===== src/rtl/ecc_flag_pkg.sv =====
package ecc_flag_pkg;
  localparam int SEL_W  = 2;
  localparam int BYTE_W = 8;

  typedef enum logic [SEL_W-1:0] {
    SEL_CTRL = 2'd0,
    SEL_EN   = 2'd1,
    SEL_STAT = 2'd2,
    SEL_NONE = 2'd3
  } reg_sel_e;

  // control byte bit positions
  localparam int CT_CCIE = 7;
  localparam int CT_IGN  = 4;
  localparam int CT_FDF  = 1;
  localparam int CT_FSF  = 0;
  // enable and status byte bit positions (shared layout)
  localparam int K_DBL = 1;
  localparam int K_SGL = 0;
  localparam int NKIND = 2;

  typedef struct packed {
    logic cc_ie;
    logic ign_sf;
    logic force_df;
    logic force_sf;
    logic df_ie;
    logic sf_ie;
  } ctrl_t;
endpackage


===== src/rtl/ecc_cfg_regs.sv =====
module ecc_cfg_regs
  import ecc_flag_pkg::*;
(
  input  logic              clk,
  input  logic              rst_n,
  input  logic              wr_en,
  input  logic [SEL_W-1:0]  wr_sel,
  input  logic [BYTE_W-1:0] wr_data,
  output ctrl_t             ctrl,
  output logic [BYTE_W-1:0] ctrl_byte,
  output logic [BYTE_W-1:0] en_byte
);
  ctrl_t ctrl_q;

  always_ff @(posedge clk or negedge rst_n) begin
    if (!rst_n) begin
      ctrl_q <= '0;
    end else if (wr_en) begin
      if (wr_sel == SEL_CTRL) begin
        ctrl_q.cc_ie    <= wr_data[CT_CCIE];
        ctrl_q.ign_sf   <= wr_data[CT_IGN];
        ctrl_q.force_df <= wr_data[CT_FDF];
        ctrl_q.force_sf <= wr_data[CT_FSF];
      end
      if (wr_sel == SEL_EN) begin
        ctrl_q.df_ie <= wr_data[K_DBL];
        ctrl_q.sf_ie <= wr_data[K_SGL];
      end
    end
  end

  always_comb begin
    ctrl_byte          = '0;
    ctrl_byte[CT_CCIE] = ctrl_q.cc_ie;
    ctrl_byte[CT_IGN]  = ctrl_q.ign_sf;
    ctrl_byte[CT_FDF]  = ctrl_q.force_df;
    ctrl_byte[CT_FSF]  = ctrl_q.force_sf;
    en_byte            = '0;
    en_byte[K_DBL]     = ctrl_q.df_ie;
    en_byte[K_SGL]     = ctrl_q.sf_ie;
  end

  assign ctrl = ctrl_q;
endmodule


===== src/rtl/ecc_fault_classify.sv =====
module ecc_fault_classify
  import ecc_flag_pkg::*;
(
  input  logic             rd_valid,
  input  logic             rd_sgl,
  input  logic             rd_dbl,
  input  logic             ign_sf,
  input  logic             force_sf,
  input  logic             force_df,
  output logic [NKIND-1:0] real_hit,
  output logic [NKIND-1:0] flag_set
);
  always_comb begin
    real_hit[K_DBL] = rd_valid & rd_dbl;
    // a double fault on the same read masks the single indication
    real_hit[K_SGL] = rd_valid & rd_sgl & ~rd_dbl & ~ign_sf;
    flag_set[K_DBL] = real_hit[K_DBL] | (rd_valid & force_df);
    flag_set[K_SGL] = real_hit[K_SGL] | (rd_valid & force_sf);
  end
endmodule


===== src/rtl/ecc_fault_flags.sv =====
module ecc_fault_flags
  import ecc_flag_pkg::*;
(
  input  logic             clk,
  input  logic             rst_n,
  input  logic [NKIND-1:0] set_i,
  input  logic [NKIND-1:0] clr_i,
  output logic [NKIND-1:0] flag_o
);
  for (genvar k = 0; k < NKIND; k++) begin : g_flag
    logic q;
    always_ff @(posedge clk or negedge rst_n) begin
      if (!rst_n)        q <= 1'b0;
      else if (set_i[k]) q <= 1'b1;
      else if (clr_i[k]) q <= 1'b0;
    end
    assign flag_o[k] = q;
  end
endmodule


===== src/rtl/ecc_capture.sv =====
module ecc_capture
  import ecc_flag_pkg::*;
#(
  parameter int AW = 16,
  parameter int DW = 32
) (
  input  logic             clk,
  input  logic             rst_n,
  input  logic [NKIND-1:0] real_hit,
  input  logic [NKIND-1:0] clr_i,
  input  logic [AW-1:0]    rd_addr,
  input  logic [DW-1:0]    rd_data,
  output logic             held,
  output logic             is_dbl,
  output logic [AW-1:0]    addr_q,
  output logic [DW-1:0]    data_q
);
  logic release_c, held_eff, load_c;

  always_comb begin
    release_c = held & (is_dbl ? clr_i[K_DBL] : clr_i[K_SGL]);
    held_eff  = held & ~release_c;
    load_c    = (real_hit[K_DBL] & (~held_eff | ~is_dbl))
              | (real_hit[K_SGL] & ~held_eff);
  end

  always_ff @(posedge clk or negedge rst_n) begin
    if (!rst_n) begin
      held   <= 1'b0;
      is_dbl <= 1'b0;
      addr_q <= '0;
      data_q <= '0;
    end else if (load_c) begin
      held   <= 1'b1;
      is_dbl <= real_hit[K_DBL];
      addr_q <= rd_addr;
      data_q <= rd_data;
    end else if (release_c) begin
      held   <= 1'b0;
    end
  end
endmodule


===== src/rtl/ecc_fault_ctrl.sv =====
module ecc_fault_ctrl
  import ecc_flag_pkg::*;
#(
  parameter int ADDR_W = 16,
  parameter int DATA_W = 32
) (
  input  logic              clk,
  input  logic              rst_n,
  input  logic              rd_valid,
  input  logic              rd_sgl,
  input  logic              rd_dbl,
  input  logic [ADDR_W-1:0] rd_addr,
  input  logic [DATA_W-1:0] rd_data,
  input  logic              cmd_done,
  input  logic              reg_we,
  input  logic [1:0]        reg_sel,
  input  logic [7:0]        reg_wdata,
  output logic [7:0]        reg_rdata,
  output logic              cap_held,
  output logic              cap_dbl,
  output logic [ADDR_W-1:0] cap_addr,
  output logic [DATA_W-1:0] cap_data,
  output logic              irq_sf,
  output logic              irq_df,
  output logic              irq_cmd
);
  ctrl_t             ctrl;
  logic [BYTE_W-1:0] ctrl_byte, en_byte, stat_byte;
  logic [NKIND-1:0]  real_hit, flag_set, flag_clr, flags;
  logic              sf_flag, df_flag, sf_clr, force_sf, force_df, ign_sf, df_ie;

  ecc_cfg_regs u_cfg (
    .clk(clk), .rst_n(rst_n), .wr_en(reg_we), .wr_sel(reg_sel),
    .wr_data(reg_wdata), .ctrl(ctrl), .ctrl_byte(ctrl_byte), .en_byte(en_byte)
  );

  assign force_sf = ctrl.force_sf;
  assign force_df = ctrl.force_df;
  assign ign_sf   = ctrl.ign_sf;
  assign df_ie    = ctrl.df_ie;

  ecc_fault_classify u_cls (
    .rd_valid(rd_valid), .rd_sgl(rd_sgl), .rd_dbl(rd_dbl),
    .ign_sf(ign_sf), .force_sf(force_sf), .force_df(force_df),
    .real_hit(real_hit), .flag_set(flag_set)
  );

  assign flag_clr = (reg_we && reg_sel == SEL_STAT) ? reg_wdata[NKIND-1:0] : '0;
  assign sf_clr   = flag_clr[K_SGL];

  ecc_fault_flags u_flags (
    .clk(clk), .rst_n(rst_n), .set_i(flag_set), .clr_i(flag_clr), .flag_o(flags)
  );

  assign sf_flag = flags[K_SGL];
  assign df_flag = flags[K_DBL];

  ecc_capture #(.AW(ADDR_W), .DW(DATA_W)) u_cap (
    .clk(clk), .rst_n(rst_n), .real_hit(real_hit), .clr_i(flag_clr),
    .rd_addr(rd_addr), .rd_data(rd_data), .held(cap_held), .is_dbl(cap_dbl),
    .addr_q(cap_addr), .data_q(cap_data)
  );

  always_comb begin
    stat_byte              = '0;
    stat_byte[NKIND-1:0]   = flags;
    case (reg_sel)
      SEL_CTRL: reg_rdata = ctrl_byte;
      SEL_EN:   reg_rdata = en_byte;
      SEL_STAT: reg_rdata = stat_byte;
      default:  reg_rdata = '0;
    endcase
  end

  assign irq_sf  = sf_flag & ctrl.sf_ie;
  assign irq_df  = df_flag & df_ie;
  assign irq_cmd = cmd_done & ctrl.cc_ie;
endmodule


===== config.mk =====
export PLATFORM = sky130hd
export DESIGN_NAME = ecc_fault_ctrl
export DESIGN_NICKNAME = d
export VERILOG_FILES = /design/src/rtl/ecc_flag_pkg.sv /design/src/rtl/ecc_cfg_regs.sv /design/src/rtl/ecc_fault_classify.sv /design/src/rtl/ecc_fault_flags.sv /design/src/rtl/ecc_capture.sv /design/src/rtl/ecc_fault_ctrl.sv
export SDC_FILE = /design/constraint.sdc
export NUM_CORES = 1
export LEC_CHECK = 0
export ABC_AREA = 1
export BUFFER_PORTS_ARGS = -buffer_cell sky130_fd_sc_hd__buf_2
export CORE_MARGIN = 5
export CORE_UTILIZATION = 47
export CTS_BUF_LIST = sky130_fd_sc_hd__clkbuf_8
export DETAILED_ROUTE_END_ITERATION = 10
export HOLD_SLACK_MARGIN = 0.08
export MAX_ROUTING_LAYER = met4
export PLACE_DENSITY = 0.82
export RECOVER_POWER = 100
export SKIP_LAST_GASP = 1
export SYNTH_ARGS = -nofsm -noshare
export SYNTH_HDL_FRONTEND = slang
export SYNTH_SLANG_ARGS = --single-unit

===== constraint.sdc =====
create_clock -name clk -period 1.7 [get_ports clk]
set_input_delay 0.255 -clock clk [delete_from_list [all_inputs] [get_ports clk]]
set_output_delay 0.255 -clock clk [all_outputs]
set_load 0.005 [all_outputs]

# After elaboration in Yosys (flattened, before gate mapping)
# Cells that the tools add are included.
# classes
order_cmp,0
addsub,0
n_mul,0
muxes,9
bitwise,22
div,0
n_shift,0
n_eq_ne,2
reduce_logical,7
# op_table
operator,count
8-bit one-hot mux with 3 select lines,1
1-bit AND,13
1-bit two-way mux,7
2-bit nonzero test,3
1-bit inverter,5
1-bit OR,4
2-bit AND reduction,2
"2-bit by 1-bit equality test with 1-bit output, second input constant",1
"2-bit equality test, second input constant",1
2-bit zero test,1
2-bit two-way mux,1
1-bit logical AND,1
# totals
rom_bits,0
in_bits,65
out_inout_bits,61
latch_bits,0
ram_bits,0
reg_bits,58
n_memories,0
elab_cells,52

# Longest topological paths before layout
# logic_depth
ltp_word,12
depth_mapped,10

# Cells and area by module
# From an unflattened synthesis, not the netlist that was laid out.
# unflattened
hier_cells,330
area_unflattened_um2,2705.1
# modules_own_cells
module,cells_each,n_inst,area_each_um2
ecc_capture,220,1,1993.2
ecc_cfg_regs,46,1,390.4
ecc_fault_ctrl,41,1,185.2
ecc_fault_flags,12,1,95.1
ecc_fault_classify,11,1,41.3

# Least setup slack after synthesis
# No wires, ideal clock.
# synth_timing
kind,reg2reg
start,reg u_cfg.ctrl[4] (netlist name)
end,reg u_cap.addr_q[0]
stages_incl_launch_ff,8
setup_time_ns,0.066
arrival_time_ns,1.151
required_ns,1.634
path_slack_ns,0.483
path_cell_list,dfrtp_1 -> nor3_1 -> nand2_2 -> nand2_2 -> buf_6 -> buf_6 -> nand2_1 -> nand2_1
# synth_between
elab_chain_len,4
# synth_lines
item,line_no,rtl
1-bit inverter,ecc_fault_classify.sv:16,real_hit[K_SGL] = rd_valid & rd_sgl & ~rd_dbl & ~ign_sf;
1-bit AND,ecc_fault_classify.sv:16,
1-bit AND,ecc_capture.sv:24,| (real_hit[K_SGL] & ~held_eff);
1-bit OR,ecc_capture.sv:24,
end signal: assignment,ecc_capture.sv:36,addr_q <= rd_addr;
end: declaration,ecc_capture.sv:15,"output logic [AW-1:0] addr_q,"
# Every way passes these cells.
# A chain may end at the register's enable or synchronous reset.

# Worst setup path after layout
# layout_timing
start,reg u_cfg.ctrl[4] (netlist name)
end,reg u_cap.addr_q[15]
# layout_between
elab_chain_len,4
# layout_lines
item,line_no
1-bit inverter,ecc_fault_classify.sv:16
1-bit AND,ecc_fault_classify.sv:16
1-bit AND,ecc_capture.sv:24
1-bit OR,ecc_capture.sv:24
# Every way passes these cells.

==> results.md <==
- # H-tree levels: 3
- Worst Reg-to-Reg Cells: 5
- Final core utilization: 64.2%
- Syn Inst Count: 281
- Hpwl dp: 4.40 mm
- TNS Setup: 0 ns
- Final hold violations: 0
- Seq cells post-synth: 58
- Most frequent cells in the layout: 115 x nand2_1, 79 x buf_2, 58 x dfrtp_1
- Skew-Pair Late Insertion Delay: 0.32 ns
- Placeable Area: 5110 um^2
- Worst slack, placed: 0.267 ns
- Max capacitance violation total: 0
- P_leak: 1.82 nW
- Synth Cell Area: 2460 um^2
- Root buf cell: clkbuf_8
- Synth warn: 0
- Reg-to-reg critical path endpoint: u_cap.addr_q[15]
- Critical Path Sink Type: flop
- Tmin final: 1.41 ns
- Detailed-router iteration count before antenna repair: 4
- Net Sw Power: 1.71 mW
- Yosys cell types: 19
- Design area: 3280 um^2
- DR vias: 2271
- Sequential share of the synthesized area: 59.0%
- CP Launch Type: flop
- Internal Power: 3.62 mW
- Post-DRT Antenna Nets: 0
- # rows: 26
- WL final: 6.21 mm
- Maximum clock frequency: 708 MHz
- Clk pwr share: 27.6%
- Min-Delay Path Class: primary input to flop
- Synth area leaders: dfrtp_1 59%, nand2_1 17%, nand3_1 11%
- Vias per std cell: 4.77
- Initial DRC Count: 80
- Total GRT Usage: 19.6%
- I/O Buffers: 117
- Peak supply drop: 802 uV
- Slew margin rel.: 48.0%
- CTS tree: done
- Worst Setup Path Type: flop to flop
- Req. time, crit path: 1.91 ns
- R2r startpoint: u_cfg.ctrl[4]
- Clock tree buffer depth: 2
- Commonest non-fill, non-tap cell in the layout: nand2_1
- Clock Sinks: 58
- Post-route clock period utilization: 83.1%
- Ports: 126
- Post-CTS Setup Bufs: 0
- P&R area growth vs syn: 33.4%
- Die H: 82.3 um
- Placed Area: 3090 um^2
- Gate power share: 29.4%
- Initial antenna violation count: 1
- PD cells: 1630 nW/um^2
- Starting Density: 48.1%
- Clk_skew: 0.00825 ns
- Grt ovf: 0
- Slew Viols, Final: 0
- Final nets: 465
- Wire per inst: 13.1 um
- Worst-margin pin slew: 0.780 ns
- Worst-path fanout max: 19
- Layout cell share with drive strength beyond 1: 26.9%
- Cts bufs inserted: 9
- Flop pwr share: 42.9%
- Largest net degree at the start of global routing: 59
- Fillers: 472
- Post-CTS sizing: 0
- Sw frac: 32.1%
- Yosys top cell by area: dfrtp_1
- First-pass GRT wire length: 9.80 mm
- Status: completed
- Hold path startpoint: rd_data[31]
- Vias in the first global route: 2160
- Final-report setup violation count: 0
- RSZ-0062 raised after global routing: no
- Synth Area per Inst: 8.75 um^2
- Worst EP arrival: 1.62 ns
- Total die area: 6780 um^2
- Die width: 82.3 um
- WHS Path Cells: 3
- Final GP Congestion: 0.833
- Worst-path clk slew: 0.07 ns
- Reg2reg setup slack: 0.29 ns
- Remaining DRCs: 0
- WHS Endpoint: u_cap.data_q[31]
- Worst setup margin: 0.287 ns
- Post-synth top area share: 59.0%
==> Yosys cell counts, drive strengths merged <==
cell type and n:
nor3 1, a21oi 3, conb 1, a31o 1
dfrtp 58, inv 11, nand4 2, nor2 6
buf 16, nand3 58, nand2 116, clkbuf 3
o21ai 5
==> power groups by stage <==
stage / combinational [mW] / clock, mW / sequential (mW)
2_1_floorplan: 0.790 / 0 / 2.34
3_3_place_gp: 1.65 / 0 / 2.27
3_5_place_dp: 1.71 / 0 / 2.29
4_1_cts: 1.72 / 1.50 / 2.28
5_1_grt: 1.81 / 1.57 / 2.37
6_report: 1.57 / 1.47 / 2.29
==> logic make-up (layout without fill, tap and decap cells) <==
group           after synthesis  in the layout  synth area share (%)
flops                        58             58                  59.0
simple gates                183            183                  32.3
compound gates                9              9                  1.98
other cells                   1              5                 0.153
buf+inv                      30            151                  6.56
==> worst max-delay path, stage by stage, from the launching register on <==
cell      delay, ns
dfrtp_1        0.39
nor3_1         0.32
nand2_2        0.11
clkbuf_2       0.28
nand3_1        0.13
nand2_1        0.06
==> metal layers <==
metal | vias to the layer above | wire [um] | GRT usage (%) | part of all wire (%)
met1 | 1061 | 2540 | 23.5 | 41
met2 | 76 | 3140 | 31.7 | 51
li1 | 1130 | - | - | -
met3 | 4 | 472 | 6.18 | 7.6
met4 | 0 | 60 | 6.15 | 0.97
met5 | - | 0 | - | 0
==> what timing repair did <==
action / CTS / global route
hold buffers: 1 / 0
endpoints found under the setup margin: 0 / 0
hold endpoints to repair: 58 / 0
==> registers in the layout, indices dropped and copies added (netlist names) <==
register          count
u_cap.addr_q         16
u_cap.is_dbl          1
u_cap.held            1
u_cfg.ctrl            6
u_flags.g_flag.q      2
u_cap.data_q         32
==> through the flow <==
step	instances	hold slack, ns	total power, mW
after floorplan	284	-0.0406	3.13
after global placement	458	0.275	3.92
after detailed placement	458	0.282	4.00
after CTS	475	0.108	5.49
after global routing	476	0.107	5.75
final	476	0.122	5.33
==> area by class of cell <==
class                           instances  area, um^2  share of cell area (%)
Inverter                               11        41.3                    1.26
Antenna cell                            1        2.50                  0.0763
Timing Repair Buffer                  124         604                    18.4
Multi-Input combinational cell        196         855                    26.1
Clock inverter                          4        72.6                    2.21
Sequential cell                        58        1450                    44.3
Clock buffer                           12         165                    5.04
Tap cell                               70        87.6                    2.67
==> worst max-delay path by stage <==
stage	startpoint	endpoint	slack (ns)	cells after the start
finish	u_cfg.ctrl[4]	u_cap.addr_q[15]	0.29	5
global route	u_cfg.ctrl[4]	u_cap.addr_q[7]	0.13	5
detailed placement	reg_sel[0]	u_cap.data_q[15]	0.27	8
floorplan	u_cfg.ctrl[4]	u_cap.addr_q[0]	0.48	7
CTS	u_cfg.ctrl[4]	u_cap.data_q[20]	0.31	5
global placement	reg_sel[0]	u_cap.addr_q[13]	0.30	8
(Power assumes the default switching activity.)
